File: config.mk
export PLATFORM = sky130hd
export DESIGN_NAME = seg_line_driver
export DESIGN_NICKNAME = d
export VERILOG_FILES = /design/src/rtl/seg_drv_pkg.sv /design/src/rtl/seg_fall_detect.sv /design/src/rtl/seg_line_map.sv /design/src/rtl/seg_line_latch.sv /design/src/rtl/seg_level_sel.sv /design/src/rtl/seg_line_driver.sv
export SDC_FILE = /design/constraint.sdc
export NUM_CORES = 1
export LEC_CHECK = 0
export ABC_AREA = 1
export BUFFER_PORTS_ARGS = -buffer_cell sky130_fd_sc_hd__buf_4
export CELL_PAD_IN_SITES_DETAIL_PLACEMENT = 0
export CELL_PAD_IN_SITES_GLOBAL_PLACEMENT = 1
export CORE_AREA = 2 2 377 379
export CTS_CLUSTER_SIZE = 20
export DETAILED_ROUTE_END_ITERATION = 6
export DIE_AREA = 0 0 379 381
export HOLD_SLACK_MARGIN = 0.05
export PLACE_DENSITY_LB_ADDON = 0.1
export REMOVE_ABC_BUFFERS = 1
export SETUP_SLACK_MARGIN = 0.4
export SKIP_CTS_REPAIR_TIMING = 1
export SYNTH_ARGS = -nofsm -noshare
export SYNTH_HDL_FRONTEND = slang
export SYNTH_SLANG_ARGS = --single-unit
File: constraint.sdc
create_clock -name clk -period 10.8 [get_ports clk]
set_clock_uncertainty 0.1 [all_clocks]
set_input_delay 1.62 -clock clk [delete_from_list [all_inputs] [get_ports clk]]
set_output_delay 1.62 -clock clk [all_outputs]
set_load 0.05 [all_outputs]
File: src/rtl/seg_drv_pkg.sv
package seg_drv_pkg;
  typedef enum logic [1:0] {
    LVL_LOW  = 2'b00,
    LVL_MID  = 2'b01,
    LVL_HIGH = 2'b10
  } lvl_e;

  function automatic logic [1:0] pick_level(input logic show, input logic bit_v, input logic alt);
    if (!show)
      return LVL_MID;
    else if (bit_v != alt)
      return LVL_HIGH;
    else
      return LVL_LOW;
  endfunction
endpackage

File: src/rtl/seg_fall_detect.sv
module seg_fall_detect (
  input  logic clk,
  input  logic rst_n,
  input  logic strobe_i,
  output logic fall_o
);
  logic prev_q;

  always_ff @(posedge clk) begin
    if (!rst_n) prev_q <= 1'b0;
    else        prev_q <= strobe_i;
  end

  assign fall_o = prev_q & ~strobe_i;

  // one falling edge yields exactly one load cycle
  a_r2_single_load: assert property (@(posedge clk) disable iff (!rst_n)
    fall_o |=> !fall_o);
endmodule

File: src/rtl/seg_line_map.sv
module seg_line_map #(
  parameter int CHANNELS = 320,
  parameter int NARROW   = 240
) (
  input  logic [CHANNELS-1:0] line_i,
  input  logic                narrow_i,
  output logic [CHANNELS-1:0] mapped_o
);
  localparam int BAND_LO = (CHANNELS - NARROW) / 2;
  localparam int BAND_HI = BAND_LO + NARROW;

  logic [CHANNELS-1:0] narrow_bits;

  for (genvar g = 0; g < CHANNELS; g++) begin : g_map
    if (g >= BAND_LO && g < BAND_HI) begin : g_band
      assign narrow_bits[g] = line_i[g-BAND_LO];
    end else begin : g_edge
      assign narrow_bits[g] = 1'b0;
    end
  end

  assign mapped_o = narrow_i ? narrow_bits : line_i;
endmodule

File: src/rtl/seg_line_latch.sv
module seg_line_latch #(
  parameter int CHANNELS = 320,
  parameter int NARROW   = 240
) (
  input  logic                clk,
  input  logic                rst_n,
  input  logic                load_i,
  input  logic [CHANNELS-1:0] bits_i,
  input  logic                alt_i,
  input  logic                narrow_i,
  output logic [CHANNELS-1:0] bits_o,
  output logic                alt_o,
  output logic                narrow_o
);
  localparam int BAND_LO = (CHANNELS - NARROW) / 2;
  localparam int BAND_HI = BAND_LO + NARROW;

  always_ff @(posedge clk) begin
    if (!rst_n) begin
      bits_o   <= '0;
      alt_o    <= 1'b0;
      narrow_o <= 1'b0;
    end else if (load_i) begin
      bits_o   <= bits_i;
      alt_o    <= alt_i;
      narrow_o <= narrow_i;
    end
  end

  logic [CHANNELS-1:0] outer_mask;
  for (genvar g = 0; g < CHANNELS; g++) begin : g_mask
    assign outer_mask[g] = (g < BAND_LO) || (g >= BAND_HI);
  end

  // held line moves only on a detected falling edge
  a_r2_hold_between: assert property (@(posedge clk) disable iff (!rst_n)
    !load_i |=> $stable(bits_o) && $stable(alt_o) && $stable(narrow_o));
  // alternation value taken at the load cycle
  a_r5_alt_sampled: assert property (@(posedge clk) disable iff (!rst_n)
    load_i |=> alt_o == $past(alt_i));
  // in narrow mode the outer channels hold a zero bit
  a_r8_outer_clear: assert property (@(posedge clk) disable iff (!rst_n)
    narrow_o |-> ((bits_o & outer_mask) == '0));
endmodule

File: src/rtl/seg_level_sel.sv
module seg_level_sel
  import seg_drv_pkg::*;
#(
  parameter int CHANNELS = 320
) (
  input  logic                  show_i,
  input  logic [CHANNELS-1:0]   bits_i,
  input  logic                  alt_i,
  output logic [2*CHANNELS-1:0] lvl_o
);
  for (genvar g = 0; g < CHANNELS; g++) begin : g_ch
    assign lvl_o[2*g +: 2] = pick_level(show_i, bits_i[g], alt_i);
  end
endmodule

File: src/rtl/seg_line_driver.sv
module seg_line_driver
  import seg_drv_pkg::*;
#(
  parameter int CHANNELS = 320,
  parameter int NARROW   = 240
) (
  input  logic                  clk,
  input  logic                  rst_n,
  input  logic                  strobe_i,
  input  logic                  alt_i,
  input  logic                  show_i,
  input  logic                  narrow_i,
  input  logic [CHANNELS-1:0]   line_i,
  output logic [2*CHANNELS-1:0] lvl_o
);
  logic                load;
  logic [CHANNELS-1:0] mapped;
  logic [CHANNELS-1:0] held;
  logic                held_alt;
  logic                held_narrow;

  seg_fall_detect u_edge (
    .clk      (clk),
    .rst_n    (rst_n),
    .strobe_i (strobe_i),
    .fall_o   (load)
  );

  seg_line_map #(.CHANNELS(CHANNELS), .NARROW(NARROW)) u_map (
    .line_i   (line_i),
    .narrow_i (narrow_i),
    .mapped_o (mapped)
  );

  seg_line_latch #(.CHANNELS(CHANNELS), .NARROW(NARROW)) u_latch (
    .clk      (clk),
    .rst_n    (rst_n),
    .load_i   (load),
    .bits_i   (mapped),
    .alt_i    (alt_i),
    .narrow_i (narrow_i),
    .bits_o   (held),
    .alt_o    (held_alt),
    .narrow_o (held_narrow)
  );

  seg_level_sel #(.CHANNELS(CHANNELS)) u_sel (
    .show_i (show_i),
    .bits_i (held),
    .alt_i  (held_alt),
    .lvl_o  (lvl_o)
  );

  // blanking forces every channel to the middle level
  a_r3_blank_mid: assert property (@(posedge clk) disable iff (!rst_n)
    !show_i |-> lvl_o == {CHANNELS{LVL_MID}});

  // with display on only the two outer levels appear, never 2'b11
  for (genvar g = 0; g < CHANNELS; g++) begin : g_chk
    a_r4_two_levels: assert property (@(posedge clk) disable iff (!rst_n)
      show_i |-> (lvl_o[2*g +: 2] == LVL_LOW || lvl_o[2*g +: 2] == LVL_HIGH));
  end

  // with display on and no load, outputs hold
  a_r2_out_stable: assert property (@(posedge clk) disable iff (!rst_n)
    (!load && show_i && $past(show_i)) |=> ($stable(lvl_o) || !show_i));
endmodule

==> run metrics, run 1 <==
result of the run=completed; hold path endpoint=u_latch.bits_o[297]; startpoint-to-endpoint class of the critical path=input port to output port; fraction of layout instances using a drive strength above 1=0.231; Synth Register Bits=322; gate count after technology mapping=4091; critical path required time=9080 ps; clock latency at the later pin of the worst-skew pair=620 ps; WP data arrival=4150 ps; sequential fraction of the synthesis area=0.272; worst min-delay path category=flop to flop; # DRC=0; number of failing setup endpoints in the final timing report=0; worst vdd rail ir drop=108 uV; count of vias placed by the detailed router=22800; worst-path fanout max=116; number of buffers between clock root and the deepest sink=3; fraction of the cycle the final worst path needs=0.543; terminus of the critical flop-to-flop path=u_latch.bits_o[180]; Synth Warn #=0; R2R depth=7; worst max-slew margin expressed relative to the limit=0.265; maximum operating frequency=170 MHz; Die Span Y=381 um; minimum period implied by the final worst setup slack=5870 ps; die width=379 um; unrepaired setup endpoints after global routing=false; WHS Path Cells=2; static leakage=16.8 nW; Worst-Margin Slew=1100 ps; cell area after synthesis=23700 um2; Critical Path Source Type=input port; power density over cell area=137 nW/um2; instance area after placement=30100 um2; I/O Pins=966; largest area contributor in the netlist=dfxtp_1; Initial Utilization=0.169; remaining number of nets flagged by the antenna check after routing=0; GP Congestion=0.747; Filler Cells Inserted=16500; CTS sink cnt=322; number of global-route vias before repair=22600; antenna violations before repair=22; worst reg2reg setup slack=8350 ps; std cell rows=138; estimated wirelength of the detail-placed design=71.3 mm; Initial DRC Count=929; drt total wl=106 mm; layout overhead on the synthesized area=33.7%; RR Startpoint=u_edge.prev_q; aggregate negative setup slack=0 ps; top cells by area in the synthesized netlist=dfxtp_1, nand2_1, nor2_1, xnor2_1, buf_4; syn avg cell area=5.80 um2; grt ovf=0; PortBufs=965; Root Driver=clkbuf_16; clock transition at the registers of the reported paths=50 ps; GRT Total Usage=0.141; floorplan die area=144000 um2; wire length of the first global-routing pass=155 mm; Core Area=141000 um2; post-synth cell types=14; Final Slew Violations=0; final non-filler cell area=31700 um2; final count of hold timing violations=0; level count of the clock H-tree=2; sort of element at the end of the critical path=output port; hold_ws=394 ps; WL/cell=16.3 um; number of buffers inserted during clock tree synthesis=51; largest net degree at the start of global routing=190; number of nets in the final layout=4900; via count normalized by instance count=3.50; detailed-routing iteration count for the pre-antenna-repair pass=4; maxcap violations=0; CTS tree=yes; launch point of the worst hold path=u_latch.bits_o[297]; share of Yosys cell area claimed by the top area cell type=0.272
-- registers in the layout (all words and copies together) (netlist names) --
register,count
u_latch.alt_o,1
u_edge.prev_q,1
u_latch.bits_o,320
-- routing by layer --
| metal | routed length [um] | global-route usage |
|---|---|---|
| met3 | 5680 | 0.0320 |
| met1 | 45100 | 0.168 |
| met4 | 2500 | 0.0428 |
| met5 | 139 | 0 |
| met2 | 52900 | 0.249 |
-- per-stage QoR --
step	power, mW	instances	setup WS (ps)	util
global placement	2.73	6411	4980	0.214
CTS	4.50	6498	4880	0.226
finish	4.36	6508	4930	0.226
global route	4.62	6508	4710	0.226
floorplan	2.29	3533	-133990	-
detailed placement	2.73	6411	4890	0.214
-- kinds of logic after synthesis --
family | synth area share
AO/OA/AOI/OAI | 0.00632
flip-flops | 0.272
buffers and inverters | 0.233
XOR/XNOR | 0.118
AND/OR/NAND/NOR | 0.371
-- where the power goes --
part | total [mW] | leakage, nW | switching, mW | internal [mW]
combinational | 1.38 | 13.3 | 0.945 | 0.431
sequential | 1.30 | 2.64 | 0.0432 | 1.25
clock | 1.69 | 0.808 | 0.668 | 1.02
-- worst max-delay path, stage by stage --
cell and delay [ps]:
buf_4 130, inv_8 520, buf_4 640, buf_4 670
nor2_1 150, buf_4 230
-- worst max path at each step --
stage	from	endpoint	cells after the start
finish	show_i	lvl_o[41]	6
global placement	show_i	lvl_o[523]	6
floorplan	show_i	lvl_o[101]	2
global route	show_i	lvl_o[41]	6
detailed placement	show_i	lvl_o[41]	6
CTS	show_i	lvl_o[41]	6
-- Yosys cell counts --
library cell and instances:
a21oi_1 29, buf_1 16, buf_2 116, buf_4 361
clkbuf_1 65, clkinv_1 1, dfxtp_1 322, inv_1 512
inv_2 1, nand2_1 1413, nor2_1 933, nor2_4 1
o21ai_1 1, xnor2_1 320
-- final cells by class --
class / instances / area [um2] / share of cell area
clock inverter: 3 / 40.0 / 0.00126
sequential: 322 / 6450 / 0.203
inverter: 514 / 1940 / 0.0612
multi-input combinational: 2697 / 11800 / 0.371
antenna: 10 / 25.0 / 0.000788
timing repair buffer: 988 / 7540 / 0.238
tap: 1890 / 2360 / 0.0745
clock buffer: 84 / 1600 / 0.0505
-- placed cells by master, fill, tap and decap left out, types with 2 or more instances in the layout --
master     instances
buf_12             9
clkbuf_1          15
clkinv_2           2
diode_2           10
clkbuf_16         53
a21oi_1           29
buf_8              2
dfxtp_1          321
nor2_1           933
inv_1            512
buf_4            977
xnor2_1          320
nand2_1         1412
inv_8              2
clkbuf_8          16
(Power assumes the default switching activity.)
==> run 2, diff against run 1 <==
clock period = 5.05 ns   (was 10.8 ns; I/O delays follow)
==> run 2 against run 1 <==
  * Sequential cell count is the same
  * Sequential power grew 110%
  * Via count shrank 0.27%
  * Register-to-register slack lost 5500 ps
  * Critical endpoint is now lvl_o[89]
  * Highest routed layer unchanged
==> run metrics, run 2 (same netlist as run 1, synthesis figures left out) <==
Initial DRC Count=890; worst vdd rail ir drop=217 uV; count of cell instances traversed by the critical path=4; die width=379 um; CTS sink cnt=322; critical path required time=4190 ps; worst-path fanout max=60; maxcap violations=0; worst max-slew margin expressed relative to the limit=0.271; Die Span Y=381 um; count of vias placed by the detailed router=22700; delay of the slowest cell on the worst path=890 ps; std cell rows=138; instance area after placement=30400 um2; cell at the slowest stage of the critical path=dfxtp_4; clock transition at the registers of the reported paths=50 ps; number of nets in the final layout=4925; Net Sw Frac=0.382; largest net degree at the start of global routing=135; CTS tree=yes; internal power=5.73 mW; antenna violations before repair=14; terminus of the critical flop-to-flop path=u_latch.bits_o[216]; met1 wire length=45.9 mm; aggregate negative setup slack=0 ps; fraction of the core area covered by cells at the end of the flow=0.228; commonest non-fill, non-tap cell in the layout=nand2_1; fraction of layout instances using a drive strength above 1=0.235; Worst-Margin Slew=1090 ps; cell chain of the critical path=buf_12 -> xnor2_1 -> nor2_1 -> buf_4; endpoint of the most critical setup path=lvl_o[89]; Core Area=141000 um2; final non-filler cell area=32000 um2; number of buffers inserted during clock tree synthesis=50; number of buffer and inverter instances along the worst setup path=2; level count of the clock H-tree=2; worst min-delay path category=input port to flop; sort of element at the end of the critical path=output port; largest registers=u_latch.bits_o (320), u_edge.prev_q (1), u_latch.alt_o (1); final count of hold timing violations=0; maximum operating frequency=285 MHz; Root Driver=clkbuf_16; RR Startpoint=u_edge.prev_q; result of the run=completed; estimated wirelength of the detail-placed design=75.2 mm; number of buffers between clock root and the deepest sink=3; startpoint-to-endpoint class of the critical path=flop to output port; remaining number of nets flagged by the antenna check after routing=0; layout overhead on the synthesized area=34.8%; # DRC=0; unrepaired setup endpoints after global routing=false; grt ovf=0; static leakage=16.9 nW; Reg power frac=0.300; number of failing setup endpoints in the final timing report=0; fraction of the cycle the final worst path needs=0.696; drt total wl=107 mm; clock latency at the later pin of the worst-skew pair=610 ps; GRT Total Usage=0.141; most flop-heavy register=u_latch.bits_o; I/O Pins=966; top routing layer in use=met5; WP data arrival=2650 ps; Initial Utilization=0.169; max FFs per register=320; worst reg2reg setup slack=2880 ps; cell family contributing the most delay on the critical path=flip-flops; commonest cells after routing, fill and taps aside=nand2_1, buf_4, nor2_1, inv_1, dfxtp_1; via count normalized by instance count=3.48; PortBufs=965; GP Congestion=0.722; Detail Route met2 WL=54.0 mm; met3 wire length=4.38 mm; clock network fraction of total power=0.381; Critical Path Source Type=flop; floorplan die area=144000 um2; detailed-routing iteration count for the pre-antenna-repair pass=5; WL/cell=16.3 um; R2R depth=6; CP startpoint=u_latch.alt_o; Final Slew Violations=0; switching pwr=3.54 mW; number of global-route vias before repair=22500; minimum period implied by the final worst setup slack=3510 ps; wire length of the first global-routing pass=154 mm; power density over cell area=289 nW/um2; combinational share of power=0.319
[run 2: changes by cell type in the layout (fill, tap and decap cells not counted)]
cell / before / now
buf_12: 9 / 19
buf_4: 977 / 993
clkbuf_1: 15 / 16
clkbuf_8: 16 / 11
clkinv_2: 2 / 6
diode_2: 10 / 5
[run 2: routing by layer]
layer | vias to the layer above | GRT usage
li1 | 12400 | -
met1 | 9876 | 0.171
met2 | 389 | 0.254
met3 | 104 | 0.0223
met4 | 16 | 0.0390
met5 | - | 0
[run 2: worst min path at each step]
stage,startpoint,to,slack (ps),cells after the start
2_1_floorplan,u_latch.bits_o[286],u_latch.bits_o[286],380,2
3_3_place_gp,u_latch.bits_o[299],u_latch.bits_o[299],380,2
3_5_place_dp,u_latch.bits_o[14],u_latch.bits_o[14],390,2
4_1_cts,strobe_i,u_edge.prev_q,200,3
5_1_grt,line_i[282],u_latch.bits_o[282],240,3
6_report,strobe_i,u_edge.prev_q,270,3
[run 2: worst reg2reg max path, stage by stage (launching register included)]
cell and delay [ps]:
dfxtp_1 370, inv_1 80, nor2_4 410, buf_12 430
nand2_1 400, nor2_1 210, nor2_1 60
[run 2: through the flow]
step                hold WS (ps)  instances  setup slack, ps  power [mW]
floorplan                    377       3533          -138010        4.53
global placement             385       6437             1840        5.86
detailed placement           389       6437             1810        5.85
CTS                          197       6524             1390        9.56
global route                 244       6528             1270        9.80
finish                       271       6529             1540        9.26
[run 2: layout make-up]
class                   count  area [um2]
diodes                      5        12.5
clock buffers              80        1540
clock inverters             7        60.1
fillers                 16600      109000
inverters                 514        1940
multi-input cells        2697       11800
flip-flops and latches    322        6450
well taps                1890        2360
repair buffers           1014        7870
[run 2: power groups by stage]
| stage | Combinational, mW | Sequential (mW) | Clock [mW] |
|---|---|---|---|
| after floorplan | 1.68 | 2.85 | 0 |
| after global placement | 3.03 | 2.83 | 0 |
| after detailed placement | 3.01 | 2.84 | 0 |
| after CTS | 3.02 | 2.78 | 3.75 |
| after global routing | 3.19 | 2.80 | 3.81 |
| final | 2.96 | 2.78 | 3.53 |
==> run 3, diff against run 2 <==
CORE_AREA = 2 2 381 383   (was 2 2 377 379)
DIE_AREA = 0 0 383 385   (was 0 0 379 381)
clock period = 3.3 ns   (was 5.05 ns; I/O delays follow)
==> run 3 against run 2 <==
  * Combinational power is 58% higher
  * Global-route usage hardly changed
  * First-iteration DRC count is 7.1% lower
  * Via count is 2.2% higher
  * Sequential power is 53% higher
  * Highest routed layer unchanged
  * Core utilization is 0.17 points higher
  * Critical path type unchanged
  * Largest power group unchanged
  * Largest cell class unchanged
==> run metrics, run 3 (same netlist as run 1, synthesis figures left out) <==
PortBufs=965; startpoint-to-endpoint class of the critical path=flop to output port; met3 global-route usage=0.0250; commonest cells after routing, fill and taps aside=nand2_1, buf_4, nor2_1, inv_1, dfxtp_1; Root Driver=clkbuf_16; CTS tree=yes; power density over cell area=429 nW/um2; clock latency at the later pin of the worst-skew pair=590 ps; minimum period implied by the final worst setup slack=2760 ps; switching pwr=5.41 mW; internal power=8.68 mW; worst reg2reg setup slack=1430 ps; commonest non-fill, non-tap cell in the layout=nand2_1; worst min-delay path category=input port to flop; launch point of the worst hold path=line_i[288]; number of failing setup endpoints in the final timing report=0; clock network fraction of total power=0.366; Seq. cell area=6450 um2; std cell rows=139; largest registers=u_latch.bits_o (320), u_edge.prev_q (1), u_latch.alt_o (1); number of nets in the final layout=5003; number of global-route vias before repair=23200; delay of the slowest cell on the worst path=390 ps; clock transition at the registers of the reported paths=50 ps; die width=383 um; level count of the clock H-tree=2; wire length of the first global-routing pass=157 mm; number of buffers inserted during clock tree synthesis=49; combinational share of power=0.332; most flop-heavy register=u_latch.bits_o; fraction of the cycle the final worst path needs=0.837; I/O Pins=966; total power of the final layout=14.1 mW; Final Slew Violations=0; GRT Total Usage=0.141; floorplan die area=147000 um2; largest net degree at the start of global routing=94; WL/cell=16.6 um; cell chain of the critical path=buf_16 -> buf_6 -> xnor2_1 -> nor2_1 -> buf_4; maxcap violations=0; area of combinational cells with multiple inputs=11800 um2; met2 Resource Use GR=0.247; layout overhead on the synthesized area=38.4%; Reg power frac=0.301; count of vias placed by the detailed router=23200; # DRC=0; CTS sink cnt=322; hold path endpoint=u_latch.bits_o[288]; layer carrying the most global-route usage=met2; cell at the slowest stage of the critical path=dfxtp_4; Worst-Margin Slew=792 ps; critical path required time=2700 ps; static leakage=17.3 nW; remaining number of nets flagged by the antenna check after routing=0; worst-path fanout max=26; via count normalized by instance count=3.51; estimated wirelength of the detail-placed design=80.5 mm; Die Span Y=385 um; Core Area=143000 um2; met1 Track Usage GR=0.175; antenna violations before repair=13; Initial Utilization=0.166; drt total wl=110 mm; worst max-slew margin expressed relative to the limit=0.468; Net Sw Frac=0.384; RR Startpoint=u_edge.prev_q; number of buffers between clock root and the deepest sink=3; final count of hold timing violations=0; result of the run=completed; maximum operating frequency=362 MHz; fraction of layout instances using a drive strength above 1=0.241; WHS Path Cells=3; detailed-routing iteration count for the pre-antenna-repair pass=5; Filler Cells Inserted=16600; number of buffer and inverter instances along the worst setup path=3; Initial DRC Count=827; max FFs per register=320; Critical Path Source Type=flop; terminus of the critical flop-to-flop path=u_latch.bits_o[40]; GP Congestion=0.729; grt ovf=0; sort of element at the end of the critical path=output port; aggregate negative setup slack=0 ps; cell family contributing the most delay on the critical path=buffers and inverters; WP data arrival=2170 ps; unrepaired setup endpoints after global routing=false; R2R depth=7; worst vdd rail ir drop=319 uV
[run 3: power by group through the flow]
stage	clock network (mW)	logic, mW	registers, mW
floorplan	0	2.41	4.36
global placement	0	4.76	4.33
detailed placement	0	4.73	4.33
CTS	5.49	4.74	4.25
global route	5.60	5.05	4.27
finish	5.16	4.68	4.25
[run 3: final cells by class]
cell class / instances / area share
clock inverters: 5 / 0.00168
inverters: 514 / 0.0592
diodes: 8 / 0.000609
repair buffers: 1093 / 0.267
well taps: 1903 / 0.0725
multi-input cells: 2697 / 0.359
flip-flops and latches: 322 / 0.196
clock buffers: 82 / 0.0445
[run 3: tightest hold or removal path, delay by kind of cell]
| kind | cells | cell delay [ps] |
|---|---|---|
| buffers and inverters | 1 | 80 |
| AND/OR/NAND/NOR | 1 | 70 |
| AO/OA/AOI/OAI | 1 | 60 |
[run 3: worst max-delay path by stage]
stage / from / endpoint / slack, ps / cells after the start
final: u_latch.alt_o / lvl_o[257] / 540 / 5
after CTS: u_latch.alt_o / lvl_o[385] / 240 / 5
after global routing: u_latch.alt_o / lvl_o[385] / 430 / 5
after floorplan: show_i / lvl_o[101] / -139240 / 2
after global placement: show_i / lvl_o[103] / 760 / 5
after detailed placement: show_i / lvl_o[253] / 750 / 5
[run 3: layer usage]
metal  part of all wire  vias to the layer above
met5            0.00034                        -
met4              0.025                        6
met3              0.039                      108
met2               0.49                      407
met1               0.44                    10200
li1                   -                    12500
[run 3: stage by stage]
step                setup slack (ps)   util  area (um2)  cells  hold slack, ps
floorplan                    -139240      -       20100   3533             377
global placement                 756  0.216       31000   6498             387
detailed placement               746  0.216       31000   6498             390
CTS                              244  0.227       32500   6585           -53.4
global route                     427  0.229       32800   6624            50.3
finish                           539  0.229       32800   6624            45.2
